$ cat config.mk
export PLATFORM = sky130hd
export DESIGN_NAME = prog_bank_mapper
export DESIGN_NICKNAME = d
export VERILOG_FILES = /design/src/rtl/pbm_pkg.sv /design/src/rtl/pbm_rem_div.sv /design/src/rtl/pbm_addr_map.sv /design/src/rtl/pbm_start_gate.sv /design/src/rtl/prog_bank_mapper.sv
export SDC_FILE = /design/constraint.sdc
export NUM_CORES = 1
export LEC_CHECK = 0
export BUFFER_PORTS_ARGS = -buffer_cell sky130_fd_sc_hd__buf_2
export CORE_ASPECT_RATIO = 1.25
export CORE_MARGIN = 2
export CORE_UTILIZATION = 60
export CTS_BUF_LIST = sky130_fd_sc_hd__clkbuf_4 sky130_fd_sc_hd__clkbuf_8
export DETAILED_ROUTE_END_ITERATION = 12
export PLACE_DENSITY = 0.92
export REMOVE_ABC_BUFFERS = 1
export SYNTH_ARGS = -nofsm -noshare
export SYNTH_HDL_FRONTEND = slang
export SYNTH_SLANG_ARGS = --single-unit
$ cat constraint.sdc
create_clock -name clk -period 29.4 [get_ports clk]
set_clock_uncertainty 0.2 [all_clocks]
set_input_delay 1.47 -clock clk [delete_from_list [all_inputs] [get_ports clk]]
set_output_delay 1.47 -clock clk [all_outputs]
set_load 0.01 [all_outputs]
$ cat src/rtl/pbm_pkg.sv
package pbm_pkg;
  // Memory region a lookup lands in
  typedef enum logic [1:0] {
    REG_ROM_HI = 2'd0,
    REG_ROM_LO = 2'd1,
    REG_RAM    = 2'd2
  } region_e;

  // Outcome of a start check
  typedef enum logic [1:0] {
    VERD_NONE  = 2'd0,
    VERD_GRANT = 2'd1,
    VERD_DENY  = 2'd2
  } verdict_e;

  // Inclusive range test on a bank number
  function automatic logic bank_in(input logic [7:0] b, input logic [7:0] lo,
                                   input logic [7:0] hi);
    return (b >= lo) && (b <= hi);
  endfunction
endpackage

$ cat src/rtl/pbm_rem_div.sv
// Combinational remainder via a restoring long-division chain
module pbm_rem_div #(
  parameter int W = 7
) (
  input  logic [W-1:0] dividend,
  input  logic [W-1:0] divisor,
  output logic [W-1:0] remainder
);
  logic [W:0] part [W+1];

  assign part[0] = '0;

  for (genvar g = 0; g < W; g++) begin : g_step
    logic [W:0] shifted;
    assign shifted   = {part[g][W-1:0], dividend[W-1-g]};
    assign part[g+1] = (shifted >= {1'b0, divisor}) ? (shifted - {1'b0, divisor}) : shifted;
  end

  assign remainder = part[W][W-1:0];
endmodule

$ cat src/rtl/pbm_addr_map.sv
module pbm_addr_map
  import pbm_pkg::*;
#(
  parameter int BANK_W    = 8,
  parameter int OFF_W     = 16,
  parameter int ROM_CNT_W = 6,
  parameter int RAM_CNT_W = 3,
  parameter int ROM_MAX   = 32,
  parameter int RAM_MAX   = 4,
  parameter int RAM_FIRST = 'h70,
  localparam int RED_W    = BANK_W - 1,
  localparam int PB_W     = $clog2(2 * ROM_MAX) + 1,
  localparam int PHYS_W   = OFF_W + PB_W,
  localparam int RM_W     = $clog2(RAM_MAX) + 1
) (
  input  logic                 clk,
  input  logic                 rst,
  input  logic [ROM_CNT_W-1:0] rom_cnt,
  input  logic [RAM_CNT_W-1:0] ram_cnt,
  input  logic                 req,
  input  logic [BANK_W-1:0]    bank,
  input  logic [OFF_W-1:0]     offset,
  output logic                 vld,
  output logic [PHYS_W-1:0]    addr,
  output logic                 is_ram
);
  localparam logic [PHYS_W-1:0] LO_BASE = PHYS_W'(ROM_MAX) << OFF_W;

  // Effective counts after clamping
  logic [RED_W-1:0] rom_n;
  logic [RED_W-1:0] rom_n2;
  logic [RM_W-1:0]  ram_n;

  always_comb begin
    if (rom_cnt == '0)                rom_n = RED_W'(1);
    else if (int'(rom_cnt) > ROM_MAX) rom_n = RED_W'(ROM_MAX);
    else                              rom_n = RED_W'(rom_cnt);
    if (ram_cnt == '0)                ram_n = RM_W'(1);
    else if (int'(ram_cnt) > RAM_MAX) ram_n = RM_W'(RAM_MAX);
    else                              ram_n = RM_W'(ram_cnt);
  end

  assign rom_n2 = rom_n << 1;

  logic [RED_W-1:0] red;
  logic [RED_W-1:0] rem_hi;
  logic [RED_W-1:0] rem_lo;
  logic [RM_W-1:0]  ram_off;
  logic [RM_W-1:0]  rem_ram;

  assign red     = bank[RED_W-1:0];
  assign ram_off = RM_W'(bank - BANK_W'(RAM_FIRST));

  pbm_rem_div #(.W(RED_W)) u_rem_hi (.dividend(red), .divisor(rom_n),  .remainder(rem_hi));
  pbm_rem_div #(.W(RED_W)) u_rem_lo (.dividend(red), .divisor(rom_n2), .remainder(rem_lo));
  pbm_rem_div #(.W(RM_W))  u_rem_rm (.dividend(ram_off), .divisor(ram_n), .remainder(rem_ram));

  region_e        region;
  logic [PB_W-1:0] page;

  always_comb begin
    if ((int'(bank) >= RAM_FIRST) && (int'(bank) < RAM_FIRST + RAM_MAX))
      region = REG_RAM;
    else if (red[RED_W-1])
      region = REG_ROM_HI;
    else
      region = REG_ROM_LO;

    unique case (region)
      REG_RAM:    page = PB_W'(rem_ram);
      REG_ROM_HI: page = (rom_n == RED_W'(1)) ? PB_W'(red[0]) : PB_W'(rem_hi);
      default:    page = PB_W'(ROM_MAX) + PB_W'(rem_lo);
    endcase
  end

  always_ff @(posedge clk) begin
    if (rst) begin
      vld    <= 1'b0;
      addr   <= '0;
      is_ram <= 1'b0;
    end else begin
      vld <= req;
      if (req) begin
        addr   <= {page, offset};
        is_ram <= (region == REG_RAM);
      end
    end
  end


  map_lat_chk: assert property (@(posedge clk) disable iff (rst)
    req |=> vld && (addr[OFF_W-1:0] == $past(offset)));

  map_idle_chk: assert property (@(posedge clk) disable iff (rst)
    !req |=> !vld);

  lo_region_chk: assert property (@(posedge clk) disable iff (rst)
    (req && !bank[RED_W-1]) |=> (!is_ram && addr >= LO_BASE));

  hi_region_chk: assert property (@(posedge clk) disable iff (rst)
    (req && bank[RED_W-1] && !is_ram_bank_q(bank)) |=> (!is_ram && addr < LO_BASE));

  ram_page_chk: assert property (@(posedge clk) disable iff (rst)
    (vld && is_ram) |-> (int'(addr[PHYS_W-1:OFF_W]) < RAM_MAX));

  function automatic logic is_ram_bank_q(input logic [BANK_W-1:0] b);
    return (int'(b) >= RAM_FIRST) && (int'(b) < RAM_FIRST + RAM_MAX);
  endfunction
endmodule

$ cat src/rtl/pbm_start_gate.sv
module pbm_start_gate
  import pbm_pkg::*;
#(
  parameter int BANK_W      = 8,
  parameter int OFF_W       = 16,
  parameter int CACHE_BYTES = 512,
  parameter int RAM_FIRST   = 'h70,
  parameter int RAM_MAX     = 4,
  parameter int VOID_LO     = 'h60,
  parameter int VOID_HI     = 'h6F,
  localparam int RAM_LAST   = RAM_FIRST + RAM_MAX - 1
) (
  input  logic              clk,
  input  logic              rst,
  input  logic              req,
  input  logic [BANK_W-1:0] bank,
  input  logic [OFF_W-1:0]  pc,
  input  logic [OFF_W-1:0]  cbase,
  input  logic              cache_on,
  input  logic              rom_en,
  input  logic              ram_en,
  output logic              vld,
  output logic              ok,
  output logic              go_clr,
  output logic              irq_clr
);
  logic [OFF_W:0] pc_x;
  logic [OFF_W:0] lo_x;
  logic [OFF_W:0] hi_x;
  logic           in_window;
  logic           in_void;
  logic           in_ram;
  logic           above_ram;
  verdict_e       verdict;

  assign pc_x      = {1'b0, pc};
  assign lo_x      = {1'b0, cbase};
  assign hi_x      = lo_x + (OFF_W+1)'(CACHE_BYTES);
  assign in_window = cache_on && (pc_x >= lo_x) && (pc_x < hi_x);
  assign in_void   = bank_in(bank, 8'(VOID_LO), 8'(VOID_HI));
  assign in_ram    = bank_in(bank, 8'(RAM_FIRST), 8'(RAM_LAST));
  assign above_ram = int'(bank) > RAM_LAST;

  // Priority: cache window, forbidden ranges, RAM enable, ROM enable
  always_comb begin
    if (!req)                     verdict = VERD_NONE;
    else if (in_window)           verdict = VERD_GRANT;
    else if (in_void || above_ram) verdict = VERD_DENY;
    else if (in_ram)              verdict = ram_en ? VERD_GRANT : VERD_DENY;
    else                          verdict = rom_en ? VERD_GRANT : VERD_DENY;
  end

  always_ff @(posedge clk) begin
    if (rst) begin
      vld     <= 1'b0;
      ok      <= 1'b0;
      go_clr  <= 1'b0;
      irq_clr <= 1'b0;
    end else begin
      vld     <= (verdict != VERD_NONE);
      ok      <= (verdict == VERD_GRANT);
      go_clr  <= (verdict == VERD_DENY);
      irq_clr <= (verdict == VERD_GRANT);
    end
  end


  pulse_excl_chk: assert property (@(posedge clk) disable iff (rst)
    vld |-> (go_clr != irq_clr) && (ok == irq_clr));

  quiet_chk: assert property (@(posedge clk) disable iff (rst)
    !req |=> !vld && !go_clr && !irq_clr && !ok);

  window_chk: assert property (@(posedge clk) disable iff (rst)
    (req && cache_on && (pc >= cbase) && ({1'b0, pc} < {1'b0, cbase} + 17'd512)) |=> ok);

  forbid_chk: assert property (@(posedge clk) disable iff (rst)
    (req && !cache_on && (bank >= 8'h74 || (bank[7:4] == 4'h6))) |=> go_clr);

  ram_need_chk: assert property (@(posedge clk) disable iff (rst)
    (req && !cache_on && (bank[7:2] == 6'b011100) && !ram_en) |=> !ok);
endmodule

$ cat src/rtl/prog_bank_mapper.sv
module prog_bank_mapper #(
  parameter int BANK_W      = 8,
  parameter int OFF_W       = 16,
  parameter int ROM_CNT_W   = 6,
  parameter int RAM_CNT_W   = 3,
  parameter int ROM_MAX     = 32,
  parameter int RAM_MAX     = 4,
  parameter int RAM_FIRST   = 'h70,
  parameter int CACHE_BYTES = 512,
  localparam int PHYS_W     = OFF_W + $clog2(2 * ROM_MAX) + 1
) (
  input  logic                 clk,
  input  logic                 rst,
  input  logic [ROM_CNT_W-1:0] rom_bank_cnt,
  input  logic [RAM_CNT_W-1:0] ram_bank_cnt,
  input  logic                 map_req,
  input  logic [BANK_W-1:0]    map_bank,
  input  logic [OFF_W-1:0]     map_offset,
  output logic                 map_vld,
  output logic [PHYS_W-1:0]    map_addr,
  output logic                 map_is_ram,
  input  logic                 st_req,
  input  logic [BANK_W-1:0]    st_bank,
  input  logic [OFF_W-1:0]     st_pc,
  input  logic [OFF_W-1:0]     cache_base,
  input  logic                 cache_on,
  input  logic                 scr_rom_en,
  input  logic                 scr_ram_en,
  output logic                 st_vld,
  output logic                 st_ok,
  output logic                 go_clr,
  output logic                 irq_clr
);
  pbm_addr_map #(
    .BANK_W(BANK_W), .OFF_W(OFF_W), .ROM_CNT_W(ROM_CNT_W), .RAM_CNT_W(RAM_CNT_W),
    .ROM_MAX(ROM_MAX), .RAM_MAX(RAM_MAX), .RAM_FIRST(RAM_FIRST)
  ) u_map (
    .clk(clk), .rst(rst), .rom_cnt(rom_bank_cnt), .ram_cnt(ram_bank_cnt),
    .req(map_req), .bank(map_bank), .offset(map_offset),
    .vld(map_vld), .addr(map_addr), .is_ram(map_is_ram)
  );

  pbm_start_gate #(
    .BANK_W(BANK_W), .OFF_W(OFF_W), .CACHE_BYTES(CACHE_BYTES),
    .RAM_FIRST(RAM_FIRST), .RAM_MAX(RAM_MAX)
  ) u_gate (
    .clk(clk), .rst(rst), .req(st_req), .bank(st_bank), .pc(st_pc),
    .cbase(cache_base), .cache_on(cache_on), .rom_en(scr_rom_en), .ram_en(scr_ram_en),
    .vld(st_vld), .ok(st_ok), .go_clr(go_clr), .irq_clr(irq_clr)
  );
endmodule

==> impl_metrics.ini <==
[status]
status = finished, final reports clean

[setup_path]
r2r_end = u_map.addr[18]
crit_required_ps = 29380
worst_setup_path_end_kind = register
critPathMostFrequentCell = ha_1
cp_slowest_cell = or4_1
arrival_ps = 16370
critPathMaxStageDelay_ps = 530
critPathKind = in2reg
path_buf_inv = 3
path_max_fanout = 12
cpLargestDelayFamily = compound AO/OA/AOI/OAI gates
reg2reg_from = u_map.addr[18]
reg2reg_depth = 3
start_kind = input port
ff2ff_setup_slack_ps = 28300

[drt]
drt_iter0_drc = 384
drt_first_pass_iters = 6
vias_per_cell = 6.132
ant_nets = 0
vias = 6383
drc = 0
wl_per_cell_um = 15.19
routed_wl_mm = 15.81

[sta]
hold_slack_ps = 294.3
slew_headroom = 0.4545
drv_slew = 0
setup_tns_ps = 0
hold_viol = 0
period_share = 0.5575
fmax_mhz = 61.01
worst_pin_slew_ps = 812.8
finalSetupViolCount = 0
rsz0062_at_grt = no
period_needed_ps = 16390

[floorplanning]
initial_core_util = 0.6216
std_cell_rows = 41
die_area_sq_um = 11360
fp.dieH_um = 118.7
ios = 109
fp.coreArea_sq_um = 10160
die_w_um = 95.75

[place]
io_buffer_count = 106
gp_congestion = 0.8850
dpl_cell_area_sq_um = 6954
dp_hpwl_mm = 12.82

[clock_network]
cts_resized = 0
clk_pin_slew_ps = 90
clock_latency_ps = 280
cts_hold_buf = 0
cts_buffer_depth = 2
ctsRootBufferMaster = clkbuf_8
postCtsSetupBuffers = 0
cts_num_sinks = 28
cts_max_level = 1
numCtsBuffers = 3
cts_tree = yes

[min_path]
hold_path.class = reg2reg
min_to = u_map.addr[14]
worstHoldStart = u_map.addr[14]
worstHoldPathCells = 2

[grt]
grt_max_degree = 30
grt_pass1_vias = 6384
grtUsageTotal = 0.2812
grt_overflow = 0
grt_pass1_wl_mm = 26.94
antenna_found_initial = 0

[cells_and_area]
antenna_cells = 0
multi_input_area_sq_um = 5401
layout_commonest_cell = buf_2
drive_gt1_frac = 0.1711
mostFrequentLayoutCells = buf_2, ha_1, nor2_1, inv_1, a21oi_1
fillCellCount = 809
design_area_sq_um = 7025
ff_latch_area_sq_um = 560.5
area_delta_synth_final_pct = 11.28
num-nets-final = 1108

[synthesis]
postSynthAreaPerCell_sq_um = 7.756
synth_cell_types = 83
ys_ff_latch = 28
synth_ff_type = dfxtp_1
yosys_warnings = 0
ys_async_sr_fraction = 0
synthCells = 814
syn_area_sq_um = 6314
synth_edf_count = 0
ys_seq_area_frac = 0.08878

[flow_run]
cap_violations = 0
metal layers:
metal  wire length (um)  GRT usage  up-vias  share of wire
met1               6475     0.3257     2935           0.41
met4                570     0.1241        0          0.036
met3                643    0.03569       56          0.041
met2               8123     0.5022      213           0.51
li1                   -          -     3179              -
met5                  0          0        -              0
tightest hold or removal path, stage by stage, from the launching register on:
cell and delay [ps]:
dfxtp_1 330, mux2i_1 60, nor2_1 70
worst max-delay path by stage:
stage | startpoint | slack [ps] | endpoint | depth (start not counted)
after floorplan | rom_bank_cnt[1] | 14960 | u_map.addr[21] | 60
after global placement | rom_bank_cnt[1] | 13280 | u_map.addr[21] | 60
after detailed placement | rom_bank_cnt[1] | 13040 | u_map.addr[21] | 60
after CTS | rom_bank_cnt[1] | 13180 | u_map.addr[21] | 60
after global routing | rom_bank_cnt[5] | 11760 | u_map.addr[20] | 61
final | rom_bank_cnt[1] | 13010 | u_map.addr[21] | 60
through the flow:
stage	utilization	std cells	setup slack (ps)
after floorplan	-	800	14960
after global placement	0.6847	1037	13280
after detailed placement	0.6847	1037	13040
after CTS	0.6917	1041	13180
after global routing	0.6917	1041	11760
final	0.6917	1041	13010
sequential cells by signal (all words and copies together) (netlist names):
| name | flops |
|---|---|
| u_map.addr | 23 |
| u_gate.go_clr | 1 |
| u_gate.ok | 1 |
| u_gate.vld | 1 |
| u_map.is_ram | 1 |
| u_map.vld | 1 |
cells in the mapped netlist (all sizes together), types with 10 or more instances:
cell type	count	area (sq um)
nand2	44	167.7
ha	102	1276
a211oi	10	75.07
nor2b	14	87.58
nand3	24	125.1
mux2	21	236.5
xnor2	32	280.3
nor2	76	285.3
a21o	35	262.8
dfxtp	28	560.5
inv	75	281.5
mux2i	32	320.3
o21ai	42	210.2
a21oi	64	320.3
fa	13	260.3
nand2b	12	75.07
o21a	13	97.59
nor3	19	106.4
xor2	18	157.7
area by class of cell:
class / count / area share
Inverter: 76 / 0.04061
Tap cell: 129 / 0.02297
Timing Repair Buffer: 108 / 0.07765
Multi-Input combinational cell: 696 / 0.7688
Clock inverter: 1 / 0.004274
Clock buffer: 3 / 0.005877
Sequential cell: 28 / 0.07979
cell families after synthesis:
logic type / after synthesis / synth area share
compound gates: 239 / 0.2588
xor+xnor: 50 / 0.06936
fa+ha+maj: 115 / 0.2434
buf+inv: 90 / 0.05569
flops: 28 / 0.08878
mux: 53 / 0.08819
simple gates: 239 / 0.1958
Power is not shown: default switching activity piles up to over one toggle a cycle in this logic, so the estimate is an artifact.
